File: config.mk
export PLATFORM = sky130hd
export DESIGN_NAME = spi_reg_host
export DESIGN_NICKNAME = d
export VERILOG_FILES = /design/src/rtl/spi_rh_pkg.sv /design/src/rtl/spi_rh_timer.sv /design/src/rtl/spi_rh_shifter.sv /design/src/rtl/spi_reg_host.sv
export SDC_FILE = /design/constraint.sdc
export NUM_CORES = 1
export LEC_CHECK = 0
export ABC_AREA = 1
export BUFFER_PORTS_ARGS = -buffer_cell sky130_fd_sc_hd__buf_2
export CAP_MARGIN = 20
export CELL_PAD_IN_SITES_DETAIL_PLACEMENT = 0
export CELL_PAD_IN_SITES_GLOBAL_PLACEMENT = 1
export CORE_MARGIN = 3
export CORE_UTILIZATION = 40
export CTS_CLUSTER_DIAMETER = 50
export DETAILED_ROUTE_END_ITERATION = 6
export PLACE_DENSITY = 0.78
export SKIP_LAST_GASP = 1
export SLEW_MARGIN = 20
export SYNTH_ARGS = -nofsm -noshare
export SYNTH_HDL_FRONTEND = slang
export SYNTH_SLANG_ARGS = --single-unit
export TNS_END_PERCENT = 30
File: constraint.sdc
create_clock -name clk -period 3.35 [get_ports clk]
set_clock_uncertainty 0.15 [all_clocks]
set_input_delay 0.1675 -clock clk [delete_from_list [all_inputs] [get_ports clk]]
set_output_delay 0.1675 -clock clk [all_outputs]
set_load 0.01 [all_outputs]
File: src/rtl/spi_rh_pkg.sv
`timescale 1ns/1ps
package spi_rh_pkg;
  localparam int FRAME_BITS = 16;
  localparam int ADDR_W     = 7;
  localparam int DATA_W     = 8;

  typedef enum logic [2:0] {
    ST_IDLE,
    ST_SETUP,
    ST_HIGH,
    ST_LOW,
    ST_HOLD,
    ST_GAP
  } rh_state_e;
endpackage

File: src/rtl/spi_rh_timer.sv
`timescale 1ns/1ps
// Interval counter: a load starts an interval of len cycles.
// expire is high in the last cycle of the interval.
// fresh is high in the first cycle after a load.
module spi_rh_timer #(
  parameter int TW = 4
) (
  input  logic          clk,
  input  logic          rst,
  input  logic          load,
  input  logic [TW-1:0] len,
  output logic          expire,
  output logic          fresh
);
  logic [TW-1:0] cnt_q;

  always_ff @(posedge clk) begin
    if (rst) begin
      cnt_q <= '0;
      fresh <= 1'b0;
    end else begin
      fresh <= load;
      if (load)
        cnt_q <= len - TW'(1);
      else if (cnt_q != '0)
        cnt_q <= cnt_q - TW'(1);
    end
  end

  assign expire = (cnt_q == '0);
endmodule

File: src/rtl/spi_rh_shifter.sv
`timescale 1ns/1ps
// Transmit and receive shift registers for one frame.
module spi_rh_shifter #(
  parameter int FW = 16
) (
  input  logic          clk,
  input  logic          rst,
  input  logic          load,
  input  logic [FW-1:0] frame,
  input  logic          shift,
  input  logic          capture,
  input  logic          miso,
  output logic          tx_next,
  output logic [FW-1:0] rx_word
);
  logic [FW-1:0] tx_q;

  always_ff @(posedge clk) begin
    if (rst) begin
      tx_q    <= '0;
      rx_word <= '0;
    end else begin
      if (load)
        tx_q <= frame;
      else if (shift)
        tx_q <= {tx_q[FW-2:0], 1'b0};

      if (load)
        rx_word <= '0;
      else if (capture)
        rx_word <= {rx_word[FW-2:0], miso};
    end
  end

  assign tx_next = tx_q[FW-2];
endmodule

File: src/rtl/spi_reg_host.sv
`timescale 1ns/1ps
module spi_reg_host
  import spi_rh_pkg::*;
#(
  parameter int HALF_CLKS  = 2,
  parameter int SETUP_CLKS = 3
) (
  input  logic              clk,
  input  logic              rst,
  input  logic              start,
  input  logic              req_read,
  input  logic [ADDR_W-1:0] req_addr,
  input  logic [DATA_W-1:0] req_wdata,
  output logic              busy,
  output logic              done,
  output logic [DATA_W-1:0] rdata,
  output logic              cs_n,
  output logic              sck,
  output logic              mosi,
  input  logic              miso
);
  localparam int MAXLEN = (2 * SETUP_CLKS > HALF_CLKS) ? 2 * SETUP_CLKS : HALF_CLKS;
  localparam int TW     = $clog2(MAXLEN + 1);
  localparam int BW     = $clog2(FRAME_BITS);

  rh_state_e       state_q;
  logic [BW-1:0]   bit_q;
  logic            is_read_q;
  logic            t_load, t_expire, t_fresh;
  logic [TW-1:0]   t_len;
  logic            tx_next;
  logic [FRAME_BITS-1:0] rx_word;
  logic [FRAME_BITS-1:0] frame;
  logic            accept;

  assign frame  = {req_read, req_addr, req_wdata};
  assign accept = (state_q == ST_IDLE) && start;

  // Interval selection for the next phase
  always_comb begin
    t_load = 1'b0;
    t_len  = TW'(HALF_CLKS);
    unique case (state_q)
      ST_IDLE:  begin t_load = start;    t_len = TW'(SETUP_CLKS); end
      ST_SETUP: begin t_load = t_expire; t_len = TW'(HALF_CLKS);  end
      ST_HIGH:  begin
        t_load = t_expire;
        t_len  = (bit_q == '0) ? TW'(SETUP_CLKS) : TW'(HALF_CLKS);
      end
      ST_LOW:   begin t_load = t_expire; t_len = TW'(HALF_CLKS);  end
      ST_HOLD:  begin t_load = t_expire; t_len = TW'(2 * SETUP_CLKS); end
      default:  begin t_load = 1'b0;     t_len = TW'(HALF_CLKS);  end
    endcase
  end

  spi_rh_timer #(.TW(TW)) u_timer (
    .clk    (clk),
    .rst    (rst),
    .load   (t_load),
    .len    (t_len),
    .expire (t_expire),
    .fresh  (t_fresh)
  );

  spi_rh_shifter #(.FW(FRAME_BITS)) u_shift (
    .clk     (clk),
    .rst     (rst),
    .load    (accept),
    .frame   (frame),
    .shift   ((state_q == ST_HIGH) && t_expire && (bit_q != '0)),
    .capture ((state_q == ST_HIGH) && t_fresh),
    .miso    (miso),
    .tx_next (tx_next),
    .rx_word (rx_word)
  );

  always_ff @(posedge clk) begin
    if (rst) begin
      state_q   <= ST_IDLE;
      bit_q     <= BW'(FRAME_BITS - 1);
      is_read_q <= 1'b0;
      busy      <= 1'b0;
      done      <= 1'b0;
      rdata     <= '0;
      cs_n      <= 1'b1;
      sck       <= 1'b0;
      mosi      <= 1'b0;
    end else begin
      done <= 1'b0;
      unique case (state_q)
        ST_IDLE: if (start) begin
          state_q   <= ST_SETUP;
          bit_q     <= BW'(FRAME_BITS - 1);
          is_read_q <= req_read;
          busy      <= 1'b1;
          cs_n      <= 1'b0;
          sck       <= 1'b0;
          mosi      <= frame[FRAME_BITS-1];
        end
        ST_SETUP: if (t_expire) begin
          sck     <= 1'b1;
          state_q <= ST_HIGH;
        end
        ST_HIGH: if (t_expire) begin
          sck <= 1'b0;
          if (bit_q == '0) begin
            state_q <= ST_HOLD;
          end else begin
            state_q <= ST_LOW;
            bit_q   <= bit_q - BW'(1);
            mosi    <= tx_next;
          end
        end
        ST_LOW: if (t_expire) begin
          sck     <= 1'b1;
          state_q <= ST_HIGH;
        end
        ST_HOLD: if (t_expire) begin
          cs_n    <= 1'b1;
          mosi    <= 1'b0;
          state_q <= ST_GAP;
        end
        ST_GAP: if (t_expire) begin
          state_q <= ST_IDLE;
          busy    <= 1'b0;
          done    <= 1'b1;
          if (is_read_q)
            rdata <= rx_word[DATA_W-1:0];
        end
        default: state_q <= ST_IDLE;
      endcase
    end
  end
endmodule

==> Yosys cells after proc, flatten, opt, wreduce, memory -nomap -nowiden <==
Index checks and enable logic that the tools add are counted.
{ "word_totals": {"regBits": 48, "inputBits": 20, "latchBits": 0, "rom_bits": 0, "output_inout_bits": 13, "elab_cells": 86, "ram_bits": 0, "n_memories": 0} }
{ "op_classes": {"mul": 0, "n_eq_ne": 11, "add_sub_neg": 3, "n_shift": 0, "div_mod_pow": 0, "bitwise_logic": 1, "muxes": 30, "order_cmp": 0, "reduce_logical": 28} }
{ "op_table": {"columns": ["op", "n"], "rows": [
  ["15-bit 2-to-1 mux", 2],
  ["3-bit 2-to-1 mux", 8],
  ["3-bit one-hot mux with 5 select lines", 1],
  ["4-bit 2-to-1 mux", 3],
  ["2-bit != test (second input constant)", 5],
  ["5-bit AND reduction", 2],
  ["2-bit nonzero test", 5],
  ["1-bit 2-to-1 mux", 9],
  ["3-bit one-hot mux with 3 select lines", 1],
  ["3-bit AND reduction", 3],
  ["3-bit nonzero test", 3],
  ["4-bit one-hot mux with 2 select lines", 1],
  ["4-bit AND reduction", 2],
  ["3-bit by 2-bit == test with 1-bit output (second input constant)", 2],
  ["3-bit == test (second input constant)", 2],
  ["3-bit zero test", 2],
  ["1-bit one-hot mux with 2 select lines", 3],
  ["1-bit one-hot mux with 3 select lines", 2],
  ["2-bit OR reduction", 3],
  ["3-bit by 1-bit subtractor with 3-bit output (second input constant)", 2],
  ["1-bit logical AND", 4],
  ["4-bit zero test", 1],
  ["4-bit nonzero test", 1],
  ["4-bit OR reduction", 1],
  ["other kinds (5)", 5]
]} }

==> Longest topological paths before layout <==
{ "depth": {"ltp_word": 5, "ltp_mapped": 12, "mapped_depth_nobuf": 12} }

==> Hierarchy <==
Synthesis repeated with hierarchy kept, for this count alone.
{ "unflattened": {"cells_unflattened": 367, "area_unflattened_um2": 2565.0} }
{ "modules_own_cells": {"columns": ["module", "cells_per_inst", "area_each_um2", "n_inst", "seq_area_each_um2"], "rows": [
  ["spi_rh_shifter", 182, 1298.7, 1, 620.6],
  ["spi_reg_host", 155, 1054.8, 1, 420.4],
  ["spi_rh_timer", 30, 211.5, 1, 80.1]
]} }

==> Least setup slack after synthesis <==
OpenSTA, ideal clock, no wires.
{ "synth_path": {"path_kind": "reg2reg", "startpoint": "reg state_q[0]", "endpoint": "reg u_timer.cnt_q[2]", "synth_period_minus_slack_ps": 1664, "t_arrival_ps": 1444, "slack_ps": 1686, "setup_time_ps": 70, "required_ps": 3130, "path_stages_with_launch": 13, "n_path_buf": 0, "path_cell_list": "dfxtp_1 > nor2_4 > nand2_1 > nand2_1 > inv_1 > nor2_1 > inv_1 > nand2_1 > nand2_1 > ha_1 > inv_1 > nand2_1 > a21oi_1"} }
{ "synth_via": {"elab_chain_len": 4, "elab_cells_between_ends": 11, "classes_between": "1 x add/sub; 4 x eq/ne; 3 x mux; 3 x reduce/logical"} }
{ "synth_rtl": {"columns": ["element", "line_no", "text"], "rows": [
  ["start: declaration", "spi_reg_host.sv:26", "rh_state_e state_q;"],
  ["start signal: assignment", "spi_reg_host.sv:79", "state_q <= ST_IDLE;"],
  ["start signal: assignment", "spi_reg_host.sv:92", "state_q <= ST_SETUP;"],
  ["start signal: assignment", "spi_reg_host.sv:102", "state_q <= ST_HIGH;"],
  ["3-bit == test, or another cell as far along", "spi_reg_host.sv:43", "unique case (state_q)"],
  ["3-bit one-hot mux with 3 select lines or 4-bit OR reduction (tied branches)", null, null],
  ["3-bit by 1-bit subtractor with 3-bit output or 1-bit one-hot mux with 2 select lines (tied branches)", "spi_rh_timer.sv:24, spi_reg_host.sv:43", null],
  ["3-bit 2-to-1 mux or 2-bit nonzero test (tied branches)", null, null],
  ["end signal: assignment", "spi_rh_timer.sv:24", "cnt_q <= len - TW'(1);"],
  ["end signal: assignment", "spi_rh_timer.sv:26", "cnt_q <= cnt_q - TW'(1);"],
  ["end: declaration", "spi_rh_timer.sv:15", "logic [TW-1:0] cnt_q;"]
]} }
Parallel ways exist; a longest one is shown, timed or not.
A chain may end at the register's enable or synchronous reset.

==> Worst setup path in the final report <==
{ "layout_path": {"startpoint": "reg state_q[0]", "endpoint": "reg u_shift.tx_q[0]"} }
{ "layout_via": {"elab_chain_len": 4, "elab_cells_between_ends": 7, "classes_between": "1 x eq/ne; 1 x mux; 5 x reduce/logical"} }
{ "layout_rtl": {"columns": ["element", "line_no", "text"], "rows": [
  ["3-bit by 2-bit == test with 1-bit output", "spi_reg_host.sv:70", ".shift ((state_q == ST_HIGH) && t_expire && (bit_q != '0)),"],
  ["1-bit logical AND (2 in a row)", "spi_reg_host.sv:70", null],
  ["2-bit nonzero test (no line)", null, null],
  ["end signal: assignment", "spi_rh_shifter.sv:24", "tx_q <= frame;"],
  ["end signal: assignment", "spi_rh_shifter.sv:26", "tx_q <= {tx_q[FW-2:0], 1'b0};"],
  ["end: declaration", "spi_rh_shifter.sv:16", "logic [FW-1:0] tx_q;"]
]} }
Parallel ways exist; a longest one is shown, timed or not.

==> impl_metrics.csv <==
group,metric,value,unit
critical_path,arrival,2.29,ns
logic_synthesis,yosysUniqueCellTypes,26,
clock_network,root_buffer,"clkbuf_8",
placed_design,placed_cell_area,2445,um^2
global_routing,grt_pass1_wl,8.162,mm
timing,min_period,2.190,ns
global_routing,grt_pass1_vias,1831,
critical_path,crit_type,"flip-flop to flip-flop",
hold_path,hold-path-cell-count,5,
logic_synthesis,yosysMostFrequentCell,"nand2_1",
die,num_rows,26,
run,drv_cap,0,
logic_synthesis,ys_ff_latch,48,
critical_path,reg2reg_to,"u_shift.tx_q[0]",
timing,max_freq,456.6,MHz
placed_design,hpwl,3.244,mm
power_and_ir_drop,combPwrFrac,46.7,%
routing,vias,2016,
logic_synthesis,synth_top_area_share,42.36,%
critical_path,rrSetupSlack,1.16,ns
die,dieArea,6611,um^2
placed_design,gp_congestion,0.8665,
routing,drt-total-wl,4.740,mm
logic_synthesis,synth_edf_count,0,
hold_path,holdPathEnd,"u_shift.tx_q[14]",
timing,rsz0062_at_grt,"no",
outcome,outcome,"finished, final reports clean",
critical_path,critPathMaxFanout,24,
routing,drc_errors,0,
routing,drtAntennaViolNets,0,
global_routing,grt_max_degree,31,
power_and_ir_drop,p_leak,1.312,nW
placed_design,port_buffers,32,
logic_synthesis,synth_nets,365,
die,dieHeight,81.31,um
logic_synthesis,yosysTopAreaCell,"dfxtp_1",
clock_network,cts_tree,"done",
logic_synthesis,yosys-top-cells-area,"dfxtp_1 42%, nand2_1 20%, nor2_1 8.8%",
clock_network,clk_pin_slew_worst_paths,0.08,ns
critical_path,end_kind,"flip-flop",
hold_path,holdCritPathClass,"primary input to flip-flop",
layout,nets,398,
critical_path,cp.required,3.45,ns
global_routing,grt_antenna_before_repair,0,
routing,avgRoutedWirePerCell,10.65,um
logic_synthesis,synth_area,2268,um^2
routing,drt-vias-per-instance,4.530,
hold_path,hp-start,"req_addr[6]",
logic_synthesis,yosys_warnings,0,
timing,finalCritPeriodShare,65.37,%
die,ios,33,
power_and_ir_drop,p_int,1.222,mW
die,die_w,81.31,um
layout,nFillCells,551,
logic_synthesis,synthTopCellsByCount,"121 x nand2_1, 53 x nor2_1, 48 x dfxtp_1, 39 x inv_1, 19 x a21oi_1",
global_routing,grt_remaining_overflow,0,
die,core_area,5303,um^2
clock_network,cts_buffers,5,
power_and_ir_drop,vdd_drop_max,0.0006223,V
logic_synthesis,synth_ff_type,"dfxtp_1",
critical_path,cp-start-kind,"flip-flop",
global_routing,grt_use_total,15.79,%
timing,final-hold-violation-count,0,
power_and_ir_drop,p_per_area,851.6,nW/um^2
timing,tightest_slew,0.7071,ns
timing,slew_violations,0,
layout,drive_above_1_share,13.33,%
layout,diodes,0,
clock_network,cts_num_sinks,48,
clock_network,ctsLongestPathBuffers,2,
layout,area_growth,13.13,%
logic_synthesis,synth_cells,342,
power_and_ir_drop,clockPowerShare,15.2,%
timing,fin_setup_tns,0,ns
layout,utilization,48.40,%
clock_network,clock_latency,0.30,ns
die,initial_core_util,42.78,%
clock_network,htree_levels,2,
routing,drt-pass1-iter-count,6,
critical_path,r2r_start,"state_q[0]",
layout,fin_area,2566,um^2
logic_synthesis,seq_area_frac_synth,42.36,%
critical_path,reg2regPathDepth,6,
power_and_ir_drop,pwr-share-seq,38.1,%
timing,finalSetupViolations,0,
logic_synthesis,syn_avg_cell_area,6.633,um^2
routing,drt_iter0_markers,80,
power_and_ir_drop,netSwitchingFraction,44.08,%
logic_synthesis,async_reset_ff_share,0,%
timing,relSlewSlack,52.60,%
power_and_ir_drop,switching_power,0.9633,mW
power_and_ir_drop,total_power,2.185,mW
-- worst max-delay path: stages, from the launching register on --
cell           delay [ns]
dfxtp_1              0.38
nor2_4               0.22
nand3_4              0.28
inv_2                0.34
nand2_1              0.08
a21oi_1              0.13
dlygate4sd3_1        0.54
-- area by class of cell --
type	count	area, um^2	share of cell area (%)
Tap cell	70	87.58	3.413
Inverter	41	153.9	5.997
Sequential cell	48	960.9	37.45
Timing Repair Buffer	37	207.7	8.094
Multi-Input combinational cell	242	1075	41.88
Clock buffer	5	68.82	2.682
Clock inverter	2	12.51	0.4876
-- power by group through the flow --
| stage | Combinational (mW) | Clock [mW] | Sequential [mW] |
|---|---|---|---|
| final | 1.02 | 0.331 | 0.833 |
| after detailed placement | 1.03 | 0 | 0.846 |
| after CTS | 1.03 | 0.350 | 0.833 |
| after floorplan | 0.868 | 0 | 0.838 |
| after global routing | 1.20 | 0.373 | 0.857 |
| after global placement | 1.02 | 0 | 0.845 |
-- layout by cell type (no fill, tap or decap) --
cell type / netlist / final
inv_2: 2 / 2
xnor2_1: 2 / 2
buf_4: 1 / 1
a21oi_1: 19 / 19
nand3_1: 16 / 16
o21ai_0: 16 / 16
a21oi_4: 1 / 1
buf_2: 3 / 32
nor3_1: 1 / 1
clkbuf_8: 0 / 5
o21ai_1: 1 / 1
nand3_4: 1 / 1
dlygate4sd3_1: 0 / 4
clkinvlp_4: 0 / 1
inv_1: 39 / 39
clkinv_2: 0 / 1
nor2_4: 1 / 1
nand2_1: 121 / 121
o22ai_1: 1 / 1
nand2_4: 1 / 1
a21oi_2: 1 / 1
nand2_2: 2 / 2
nand3b_1: 1 / 1
nor3_2: 1 / 1
dfxtp_1: 48 / 48
ha_1: 3 / 3
nor2_1: 53 / 53
-- routing by layer --
metal | vias up | wire [um] | global-route usage, % | part of all wire (%)
met5 | - | 0 | 0 | 0
met1 | 869 | 2380 | 19.95 | 50
met4 | 0 | 47 | 5.405 | 0.99
met2 | 33 | 2167 | 26.38 | 46
li1 | 1109 | - | - | -
met3 | 5 | 145 | 3.548 | 3.1
-- how the worst max path moves through the flow --
stage,from,to,slack (ns)
floorplan,state_q[0],u_timer.cnt_q[2],1.69
global placement,state_q[2],rdata[4],1.41
detailed placement,state_q[0],u_shift.tx_q[7],1.44
CTS,state_q[0],u_shift.tx_q[0],1.11
global route,state_q[0],u_shift.tx_q[0],0.99
finish,state_q[0],u_shift.tx_q[0],1.16
-- flip-flops by register name (all words and copies together) (netlist names), 3 cells and up --
signal           count
u_timer.cnt_q        3
bit_q                4
rdata                8
u_shift.tx_q        15
state_q              3
u_shift.rx_word      8
-- metrics by stage --
step,hold WS (ns),cells,setup WS (ns)
2_1_floorplan,0.08657,342,1.686
3_3_place_gp,0.2761,434,1.415
3_5_place_dp,0.2830,434,1.439
4_1_cts,0.04421,445,1.110
5_1_grt,0.06973,445,0.9912
6_report,0.04605,445,1.160
-- kinds of logic after synthesis --
logic type | Yosys count | share of synthesized area (%)
AOI/OAI and AO/OA | 39 | 9.322
xor gates and xnor gates | 2 | 0.7723
adders and majority gates | 3 | 1.655
buffers and inverters | 52 | 10.26
DFF | 48 | 42.36
and+or+nand+nor | 198 | 35.63
-- repair_timing --
item,4_1_cts,5_1_grt
hold endpoints to repair,6,0
hold buffers,4,0
buffers inserted,0,0
resized for setup,0,0
(Power assumes the default switching activity.)
